--- config.mk ---
export PLATFORM = sky130hd
export DESIGN_NAME = uart_irq_ctrl
export DESIGN_NICKNAME = d
export VERILOG_FILES = /design/src/rtl/uart_irq_pkg.sv /design/src/rtl/cts_sync.sv /design/src/rtl/irq_status_reg.sv /design/src/rtl/irq_reg_port.sv /design/src/rtl/uart_irq_ctrl.sv
export SDC_FILE = /design/constraint.sdc
export NUM_CORES = 1
export LEC_CHECK = 0
export BUFFER_PORTS_ARGS = -buffer_cell sky130_fd_sc_hd__buf_2
export CAP_MARGIN = 20
export CORE_MARGIN = 2
export CORE_UTILIZATION = 45
export CTS_CLUSTER_SIZE = 12
export DETAILED_ROUTE_END_ITERATION = 16
export PLACE_DENSITY = 0.77
export SLEW_MARGIN = 20
export SYNTH_ARGS = -nofsm -noshare
export SYNTH_HDL_FRONTEND = slang
export SYNTH_SLANG_ARGS = --single-unit
--- constraint.sdc ---
create_clock -name clk -period 6.2 [get_ports clk]
set_input_delay 1.55 -clock clk [delete_from_list [all_inputs] [get_ports clk]]
set_output_delay 1.55 -clock clk [all_outputs]
set_load 0.05 [all_outputs]
--- src/rtl/uart_irq_pkg.sv ---
package uart_irq_pkg;
  localparam int EVT_W         = 14;
  localparam int EV_CTS_TOGGLE = 10;
  localparam int LSR_CTS_BIT   = 4;

  typedef enum logic [1:0] {
    SEL_NONE,
    SEL_ENABLE,
    SEL_STATUS,
    SEL_LINE
  } reg_sel_e;
endpackage

--- src/rtl/cts_sync.sv ---
module cts_sync #(
  parameter int STAGES = 2
) (
  input  logic clk,
  input  logic rst,
  input  logic cts_async,
  output logic cts_level,
  output logic cts_toggle
);
  logic [STAGES-1:0] sync_q;
  logic              prev_q;

  generate
    genvar s;
    for (s = 0; s < STAGES; s++) begin : g_stage
      if (s == 0) begin : g_first
        always_ff @(posedge clk) begin
          if (rst) sync_q[0] <= 1'b0;
          else     sync_q[0] <= cts_async;
        end
      end else begin : g_next
        always_ff @(posedge clk) begin
          if (rst) sync_q[s] <= 1'b0;
          else     sync_q[s] <= sync_q[s-1];
        end
      end
    end
  endgenerate

  always_ff @(posedge clk) begin
    if (rst) prev_q <= 1'b0;
    else     prev_q <= sync_q[STAGES-1];
  end

  assign cts_level  = sync_q[STAGES-1];
  assign cts_toggle = sync_q[STAGES-1] ^ prev_q;
endmodule

--- src/rtl/irq_status_reg.sv ---
module irq_status_reg #(
  parameter int W = 14
) (
  input  logic         clk,
  input  logic         rst,
  input  logic [W-1:0] set_vec,
  input  logic [W-1:0] clr_vec,
  output logic [W-1:0] sts_q,
  output logic [W-1:0] sts_next
);
  // Clear applies first, so a same-cycle set survives.
  assign sts_next = (sts_q & ~clr_vec) | set_vec;

  always_ff @(posedge clk) begin
    if (rst) sts_q <= '0;
    else     sts_q <= sts_next;
  end

  AST_SET_WINS: assert property (@(posedge clk) disable iff (rst)
    (set_vec != '0) |=> ((sts_q & $past(set_vec)) == $past(set_vec)));

  AST_STICKY_HOLD: assert property (@(posedge clk) disable iff (rst)
    (clr_vec == '0) |=> ((sts_q & $past(sts_q)) == $past(sts_q)));

  AST_NO_SPURIOUS_SET: assert property (@(posedge clk) disable iff (rst)
    1'b1 |=> ((sts_q & ~$past(sts_q) & ~$past(set_vec)) == '0));
endmodule

--- src/rtl/irq_reg_port.sv ---
module irq_reg_port
  import uart_irq_pkg::*;
#(
  parameter int          ADDR_W     = 8,
  parameter int          DATA_W     = 32,
  parameter int          W          = 14,
  parameter logic [ADDR_W-1:0] OFS_ENABLE = 'h14,
  parameter logic [ADDR_W-1:0] OFS_STATUS = 'h18,
  parameter logic [ADDR_W-1:0] OFS_LINE   = 'h1C
) (
  input  logic              clk,
  input  logic              rst,
  input  logic              reg_wr,
  input  logic              reg_rd,
  input  logic [ADDR_W-1:0] reg_addr,
  input  logic [W-1:0]      wdata_lo,
  input  logic [W-1:0]      sts_q,
  input  logic              cts_level,
  output logic [W-1:0]      clr_vec,
  output logic [W-1:0]      en_q,
  output logic [W-1:0]      en_next,
  output logic [DATA_W-1:0] reg_rdata
);
  reg_sel_e          sel;
  logic [DATA_W-1:0] rd_mux;

  always_comb begin
    if      (reg_addr == OFS_ENABLE) sel = SEL_ENABLE;
    else if (reg_addr == OFS_STATUS) sel = SEL_STATUS;
    else if (reg_addr == OFS_LINE)   sel = SEL_LINE;
    else                             sel = SEL_NONE;
  end

  assign en_next = (reg_wr && sel == SEL_ENABLE) ? wdata_lo : en_q;
  assign clr_vec = (reg_wr && sel == SEL_STATUS) ? wdata_lo : '0;

  always_comb begin
    rd_mux = '0;
    unique case (sel)
      SEL_ENABLE: rd_mux[W-1:0]       = en_q;
      SEL_STATUS: rd_mux[W-1:0]       = sts_q;
      SEL_LINE:   rd_mux[LSR_CTS_BIT] = cts_level;
      default:    rd_mux              = '0;
    endcase
  end

  always_ff @(posedge clk) begin
    if (rst) begin
      en_q      <= '0;
      reg_rdata <= '0;
    end else begin
      en_q      <= en_next;
      reg_rdata <= reg_rd ? rd_mux : '0;
    end
  end

  AST_RDATA_UPPER_ZERO: assert property (@(posedge clk) disable iff (rst)
    reg_rdata[DATA_W-1:W] == '0);

  AST_RDATA_IDLE_ZERO: assert property (@(posedge clk) disable iff (rst)
    !reg_rd |=> (reg_rdata == '0));
endmodule

--- src/rtl/uart_irq_ctrl.sv ---
module uart_irq_ctrl
  import uart_irq_pkg::*;
#(
  parameter int ADDR_W     = 8,
  parameter int DATA_W     = 32,
  parameter int CTS_STAGES = 2
) (
  input  logic              clk,
  input  logic              rst,
  input  logic [EVT_W-1:0]  ev_in,
  input  logic              cts_in,
  input  logic              reg_wr,
  input  logic              reg_rd,
  input  logic [ADDR_W-1:0] reg_addr,
  input  logic [DATA_W-1:0] reg_wdata,
  output logic [DATA_W-1:0] reg_rdata,
  output logic              irq
);
  logic             cts_level;
  logic             cts_toggle;
  logic [EVT_W-1:0] set_vec;
  logic [EVT_W-1:0] clr_vec;
  logic [EVT_W-1:0] sts_q;
  logic [EVT_W-1:0] sts_next;
  logic [EVT_W-1:0] en_q;
  logic [EVT_W-1:0] en_next;

  cts_sync #(.STAGES(CTS_STAGES)) u_cts (
    .clk        (clk),
    .rst        (rst),
    .cts_async  (cts_in),
    .cts_level  (cts_level),
    .cts_toggle (cts_toggle)
  );

  always_comb begin
    set_vec                = ev_in;
    set_vec[EV_CTS_TOGGLE] = ev_in[EV_CTS_TOGGLE] | cts_toggle;
  end

  irq_status_reg #(.W(EVT_W)) u_status (
    .clk      (clk),
    .rst      (rst),
    .set_vec  (set_vec),
    .clr_vec  (clr_vec),
    .sts_q    (sts_q),
    .sts_next (sts_next)
  );

  irq_reg_port #(
    .ADDR_W (ADDR_W),
    .DATA_W (DATA_W),
    .W      (EVT_W)
  ) u_port (
    .clk       (clk),
    .rst       (rst),
    .reg_wr    (reg_wr),
    .reg_rd    (reg_rd),
    .reg_addr  (reg_addr),
    .wdata_lo  (reg_wdata[EVT_W-1:0]),
    .sts_q     (sts_q),
    .cts_level (cts_level),
    .clr_vec   (clr_vec),
    .en_q      (en_q),
    .en_next   (en_next),
    .reg_rdata (reg_rdata)
  );

  // Registered from next-state values so the line moves with the registers.
  always_ff @(posedge clk) begin
    if (rst) irq <= 1'b0;
    else     irq <= |(sts_next & en_next);
  end

  AST_IRQ_MATCHES: assert property (@(posedge clk) disable iff (rst)
    irq == |(sts_q & en_q));

  AST_CTS_TOGGLE_SETS: assert property (@(posedge clk) disable iff (rst)
    cts_toggle |=> sts_q[EV_CTS_TOGGLE]);
endmodule

== Word level (Yosys, flattened, before mapping) ==
Index checks and enable logic that the tools add are counted.

* Eq/ne operators: 6
* Muxes and demuxes: 8
* Bitwise gates (word level): 7
* Reductions and logical operators: 4

{| class="wikitable"
|+ Operators by type and width
! cell !! number
|-
| bitwise AND 14 bit || 2
|-
| two-way mux 14 bit || 2
|-
| == test 8 x 5 -> 1 bit, second input constant || 3
|-
| case mux 9 bit (2 select lines) || 1
|-
| inverter 14 bit || 1
|-
| bitwise OR 14 bit || 1
|-
| OR reduction 14 bit || 1
|-
| case mux 4 bit (2 select lines) || 1
|-
| two-way mux 2 bit || 3
|-
| == test 2 bit, second input constant || 2
|-
| case mux 1 bit (3 select lines) || 1
|-
| == test 2 x 1 -> 1 bit, second input constant || 1
|-
| logical AND 1 bit || 2
|-
| OR reduction 2 bit || 1
|-
| inverter 1 bit || 1
|-
| bitwise OR 1 bit || 1
|-
| XOR 1 bit || 1
|}

* Flip-flop bits (word level): 64
* Input port bits: 59
* Output and inout bits: 33
* Logic and storage cells: 33

== Logic depth before layout (Yosys ltp) ==
* Depth in word-level cells: 12
* Gate-level depth with buffers: 7
* Mapped depth without buffers: 5

== Modules after synthesis ==
From an unflattened synthesis, not the netlist that was laid out.

* Cells, all modules: 259
* Area, all modules: 2319.7 um2

{| class="wikitable"
|+ By module, submodules not included
! module !! times used !! cells each !! area each (um2)
|-
| irq_reg_port || 1 || 170 || 1569.0
|-
| irq_status_reg || 1 || 71 || 554.3
|-
| uart_irq_ctrl || 1 || 11 || 108.9
|-
| cts_sync || 1 || 7 || 87.6
|}

== Least setup slack after synthesis ==
Ideal clock, no wire load.

* Path type: input to register
* Start point: input port reg_addr[5]
* End point: register irq
* Arrival: 3139 ps
* Data required time: 6059 ps
* Path slack: 2920 ps
* Stages: 7
* Buffers on the path: 2
* Cells stage by stage: or4b_1 > buf_2 > buf_6 > o31ai_2 > nand2_1 > a2111oi_2 > a41oi_1

* Word-level cells in the longest chain between the ends: 12
* Elaborated cells on any way between the ends: 17
* Those cells by class: 5 x eq/ne; 5 x mux; 4 x bitwise; 3 x reduce/logical

{| class="wikitable"
|+ RTL lines
! element !! line !! RTL
|-
| from (decl) || uart_irq_ctrl.sv:14 || <nowiki>input logic [ADDR_W-1:0] reg_addr,</nowiki>
|-
| == test 8 x 5 -> 1 bit || irq_reg_port.sv:30 || <nowiki>else if (reg_addr == OFS_LINE) sel = SEL_LINE;</nowiki>
|-
| two-way mux 2 bit || irq_reg_port.sv:30 ||
|-
| two-way mux 2 bit || irq_reg_port.sv:29 || <nowiki>else if (reg_addr == OFS_STATUS) sel = SEL_STATUS;</nowiki>
|-
| two-way mux 2 bit (*) || irq_reg_port.sv:28 || <nowiki>if (reg_addr == OFS_ENABLE) sel = SEL_ENABLE;</nowiki>
|-
| == test 2 bit || irq_reg_port.sv:35 || <nowiki>assign clr_vec = (reg_wr && sel == SEL_STATUS) ? wdata_lo : '0;</nowiki>
|-
| logical AND 1 bit || irq_reg_port.sv:35 ||
|-
| two-way mux 14 bit || irq_reg_port.sv:35 ||
|-
| inverter 14 bit || irq_status_reg.sv:12 || <nowiki>assign sts_next = (sts_q & ~clr_vec) | set_vec;</nowiki>
|-
| bitwise AND 14 bit || irq_status_reg.sv:12 ||
|-
| bitwise OR 14 bit || irq_status_reg.sv:12 ||
|-
| bitwise AND 14 bit (*) || uart_irq_ctrl.sv:72 || <nowiki>else irq <= |(sts_next & en_next);</nowiki>
|-
| OR reduction 14 bit (*) || uart_irq_ctrl.sv:72 ||
|-
| to (signal assigned) || uart_irq_ctrl.sv:72 ||
|-
| to (decl) || uart_irq_ctrl.sv:17 || <nowiki>output logic irq</nowiki>
|}

Every way passes the cells marked *; elsewhere a longest branch is shown, timed or not.
A chain may end at the register's enable or synchronous reset.

== Final worst setup path ==
Ends and elaborated chain as after synthesis.

==> flow_summary.yaml <==
outcome:
  status: "finished clean"
critical_path:
  type_of_element_capturing_the_critical_path: "flip-flop"
  setup.worst_path.class: "in -> reg"
  cp-start-kind: "input port"
  worst-path-max-fanout: 15
  critical_path_arrival_ps: 3940
  reg2reg_setup_slack_ps: 4690
  reg2reg_from: "u_cts.cts_level"
  reg2regPathDepth: 5
  r2r_end: "irq"
  critPathRequiredTime_ps: 6350
floorplanning:
  floorplan.die_area_mm2: 0.00522
  initial_core_util_pct: 47.4
  die_width_um: 72.2
  placeableCoreArea_mm2: 0.00441
  chipHeight_um: 72.2
  floorplan.io_pins: 92
  placement_rows: 24
logic_synthesis:
  synth-seq-cells: 46
  syn_inst: 226
  synth_sequential_area_ratio_pct: 44.0
  postSynthAreaPerCell_um2: 9.27
  synth-warning-count: 0
  post_synth_num_cell_types: 33
  syn_area_mm2: 0.00209
hold_path:
  timing.hold.worst.start: "u_cts.sync_q[0]"
  worstHoldPathType: "reg -> reg"
  whs_path_depth: 1
  hold_end: "u_cts.cts_level"
place:
  dpl_worst_slack_ps: 2170
  dpl.cell_count: 317
  detailedPlacementHpwl_mm: 3.49
  place_congestion: 0.755
  io_buffer_count: 55
finish:
  finish.utilization_pct: 53.9
  antennaDiodeCount: 0
  area_delta_synth_final_pct: 13.6
  layoutNonFillerInstCount: 325
  final_cell_mix: "buf_2, dfxtp_1, nor2_1"
  layout.cells.most_common: "buf_2"
  finalNetCount: 331
  post_route_cells_drive_above_1_share_pct: 26.4
clocking:
  number_of_sinks_on_the_clock_net: 46
  cts_hold_repair.buffers: 0
  clock_tree.buffer_depth: 2
  cts_setup_buffers: 0
  cts_buffers: 5
  cts.reportedPaths.clkPinSlew_ps: 80
  tritoncts: "done"
  clk_root_buffer_cell: "clkbuf_8"
  ctsResizeCount: 0
  worst_skew_pair.late_latency_ps: 300
  ctsHtreeMaxLevel: 2
global_routing:
  grt_pass1_vias: 1774
  gr-total-overflow: 0
  antenna_found_initial: 0
  global_route_wire_length_before_repair_mm: 8.17
  grt_max_degree: 34
  globalRouteTotalUtil_pct: 20.2
pwr:
  switching_power_uw: 154
  combinationalPowerShare_pct: 12.7
  p_per_area_mw_per_mm2: 238
  power.static_leakage_nw: 0.952
  power_switching_share_pct: 27.3
  power_frac_clock_pct: 33.1
  irDropWorstVdd_mv: 0.0859
  p_seq_share_pct: 54.2
  design_power_total_uw: 566
  intPower_uw: 412
sta:
  grt_setup_unrepaired: "false"
  finalSetupTns_ps: 0
  hold_viol_final: 0
  maxSlewViolCount: 0
  layout_min_cycle_time_ps: 3790
  max_clock_freq_mhz: 264
  slew_headroom_pct: 32.2
  finalSetupViolations: 0
  timing.final.crit_share_pct: 61.1
  tightest_slew_ps: 1010
  postLayoutSetupSlackWorst_ps: 2410
  worst_clock_skew_ps: 7.96
detailed_routing:
  vias: 1845
  dr.pass1.iters: 4
  number_of_design_rule_violations_left_by_the_first_detailed_router_iteration: 142
  number_of_nets_still_failing_antenna_checks_after_routing: 0
  detail_route.vias_per_cell: 5.68
  wl_mm: 5.06
  drc_errors: 0
  wl_per_cell_um: 15.6
flow_run:
  drv.max_cap_violation_count: 0
critical path, stage by stage:
cell and delay, ps:
buf_2 120, nor4b_4 820, nand4_1 450, mux2_2 400, a2111oi_1 390, a41oi_1 210
state kept, by name, indices dropped and copies added, names as in the netlist:
name              count
u_cts.prev_q          1
irq                   1
u_cts.sync_q          1
u_cts.cts_level       1
u_port.en_q          14
u_port.reg_rdata     14
u_status.sts_q       14
cell usage after synthesis:
master / n / share of area (%)
or4b_4: 1 / 0.66
a21oi_1: 24 / 5.7
o22a_1: 1 / 0.42
nor4b_2: 1 / 0.72
nor3_1: 1 / 0.24
buf_2: 3 / 0.72
o31ai_1: 8 / 2.9
buf_6: 2 / 1.1
clkinv_1: 1 / 0.18
nor4_1: 1 / 0.30
o31ai_2: 3 / 1.8
or4b_1: 2 / 0.96
a2111oi_1: 1 / 0.48
buf_4: 18 / 6.5
nand2b_1: 1 / 0.30
a22oi_1: 13 / 4.7
nand3b_1: 10 / 3.6
nor4b_4: 1 / 1.1
mux2_2: 3 / 1.6
mux2i_1: 2 / 0.96
conb_1: 1 / 0.18
nand4_1: 14 / 4.2
nor2b_1: 7 / 2.1
a41oi_1: 1 / 0.42
o32ai_1: 10 / 4.2
nor2_1: 32 / 5.7
clkbuf_1: 10 / 1.8
nand2_1: 4 / 0.72
a21o_1: 1 / 0.36
xor2_1: 1 / 0.42
dfxtp_1: 46 / 44
a2111oi_2: 1 / 0.72
nor4b_1: 1 / 0.42
per-layer routing:
metal  vias up  part of all wire [%]  track usage, %
met5         -                     0               0
met4         0                   1.5            9.64
met3         7                   6.5            4.17
met2        71                    50            33.8
met1       868                    42            24.7
li1        899                     -               -
stage by stage:
stage / hold WS [ps] / area (um2)
after CTS: 462 / 2380
after global placement: 429 / 2290
after global routing: 488 / 2380
final: 460 / 2380
after floorplan: 414 / 2160
after detailed placement: 437 / 2290
worst max path at each step:
stage | from | end | slack [ps] | cells after the start
3_3_place_gp | reg_addr[5] | irq | 2190 | 6
2_1_floorplan | reg_addr[5] | irq | 2920 | 7
4_1_cts | reg_addr[5] | irq | 2510 | 6
6_report | reg_addr[5] | irq | 2410 | 6
5_1_grt | reg_addr[5] | irq | 2280 | 6
3_5_place_dp | reg_addr[5] | irq | 2170 | 6
area by class of cell:
type | count | area, um2
multi-input cells | 163 | 1020
fillers | 423 | 2030
flip-flops and latches | 46 | 921
clock buffers | 7 | 86.3
repair buffers | 55 | 275
clock inverters | 1 | 5.00
well taps | 52 | 65.1
inverters | 1 | 3.75
kinds of logic (layout without fill, tap and decap cells):
logic type / Yosys count / count (layout) / synth area share [%]
muxes: 5 / 5 / 2.57
and+or+nand+nor: 76 / 76 / 21.0
DFF: 46 / 46 / 44.0
xor gates and xnor gates: 1 / 1 / 0.418
AOI/OAI and AO/OA: 63 / 63 / 21.6
other: 1 / 18 / 0.179
buffers and inverters: 34 / 64 / 10.2
power groups by stage:
stage          sequential (mW)  clock, mW  combinational [mW]
6_report                 0.307      0.187              0.0721
5_1_grt                  0.308      0.203              0.0778
4_1_cts                  0.307      0.193              0.0716
3_5_place_dp             0.314          0              0.0714
3_3_place_gp             0.313          0              0.0705
2_1_floorplan            0.313          0              0.0582
Power figures use the tool's default switching activity.
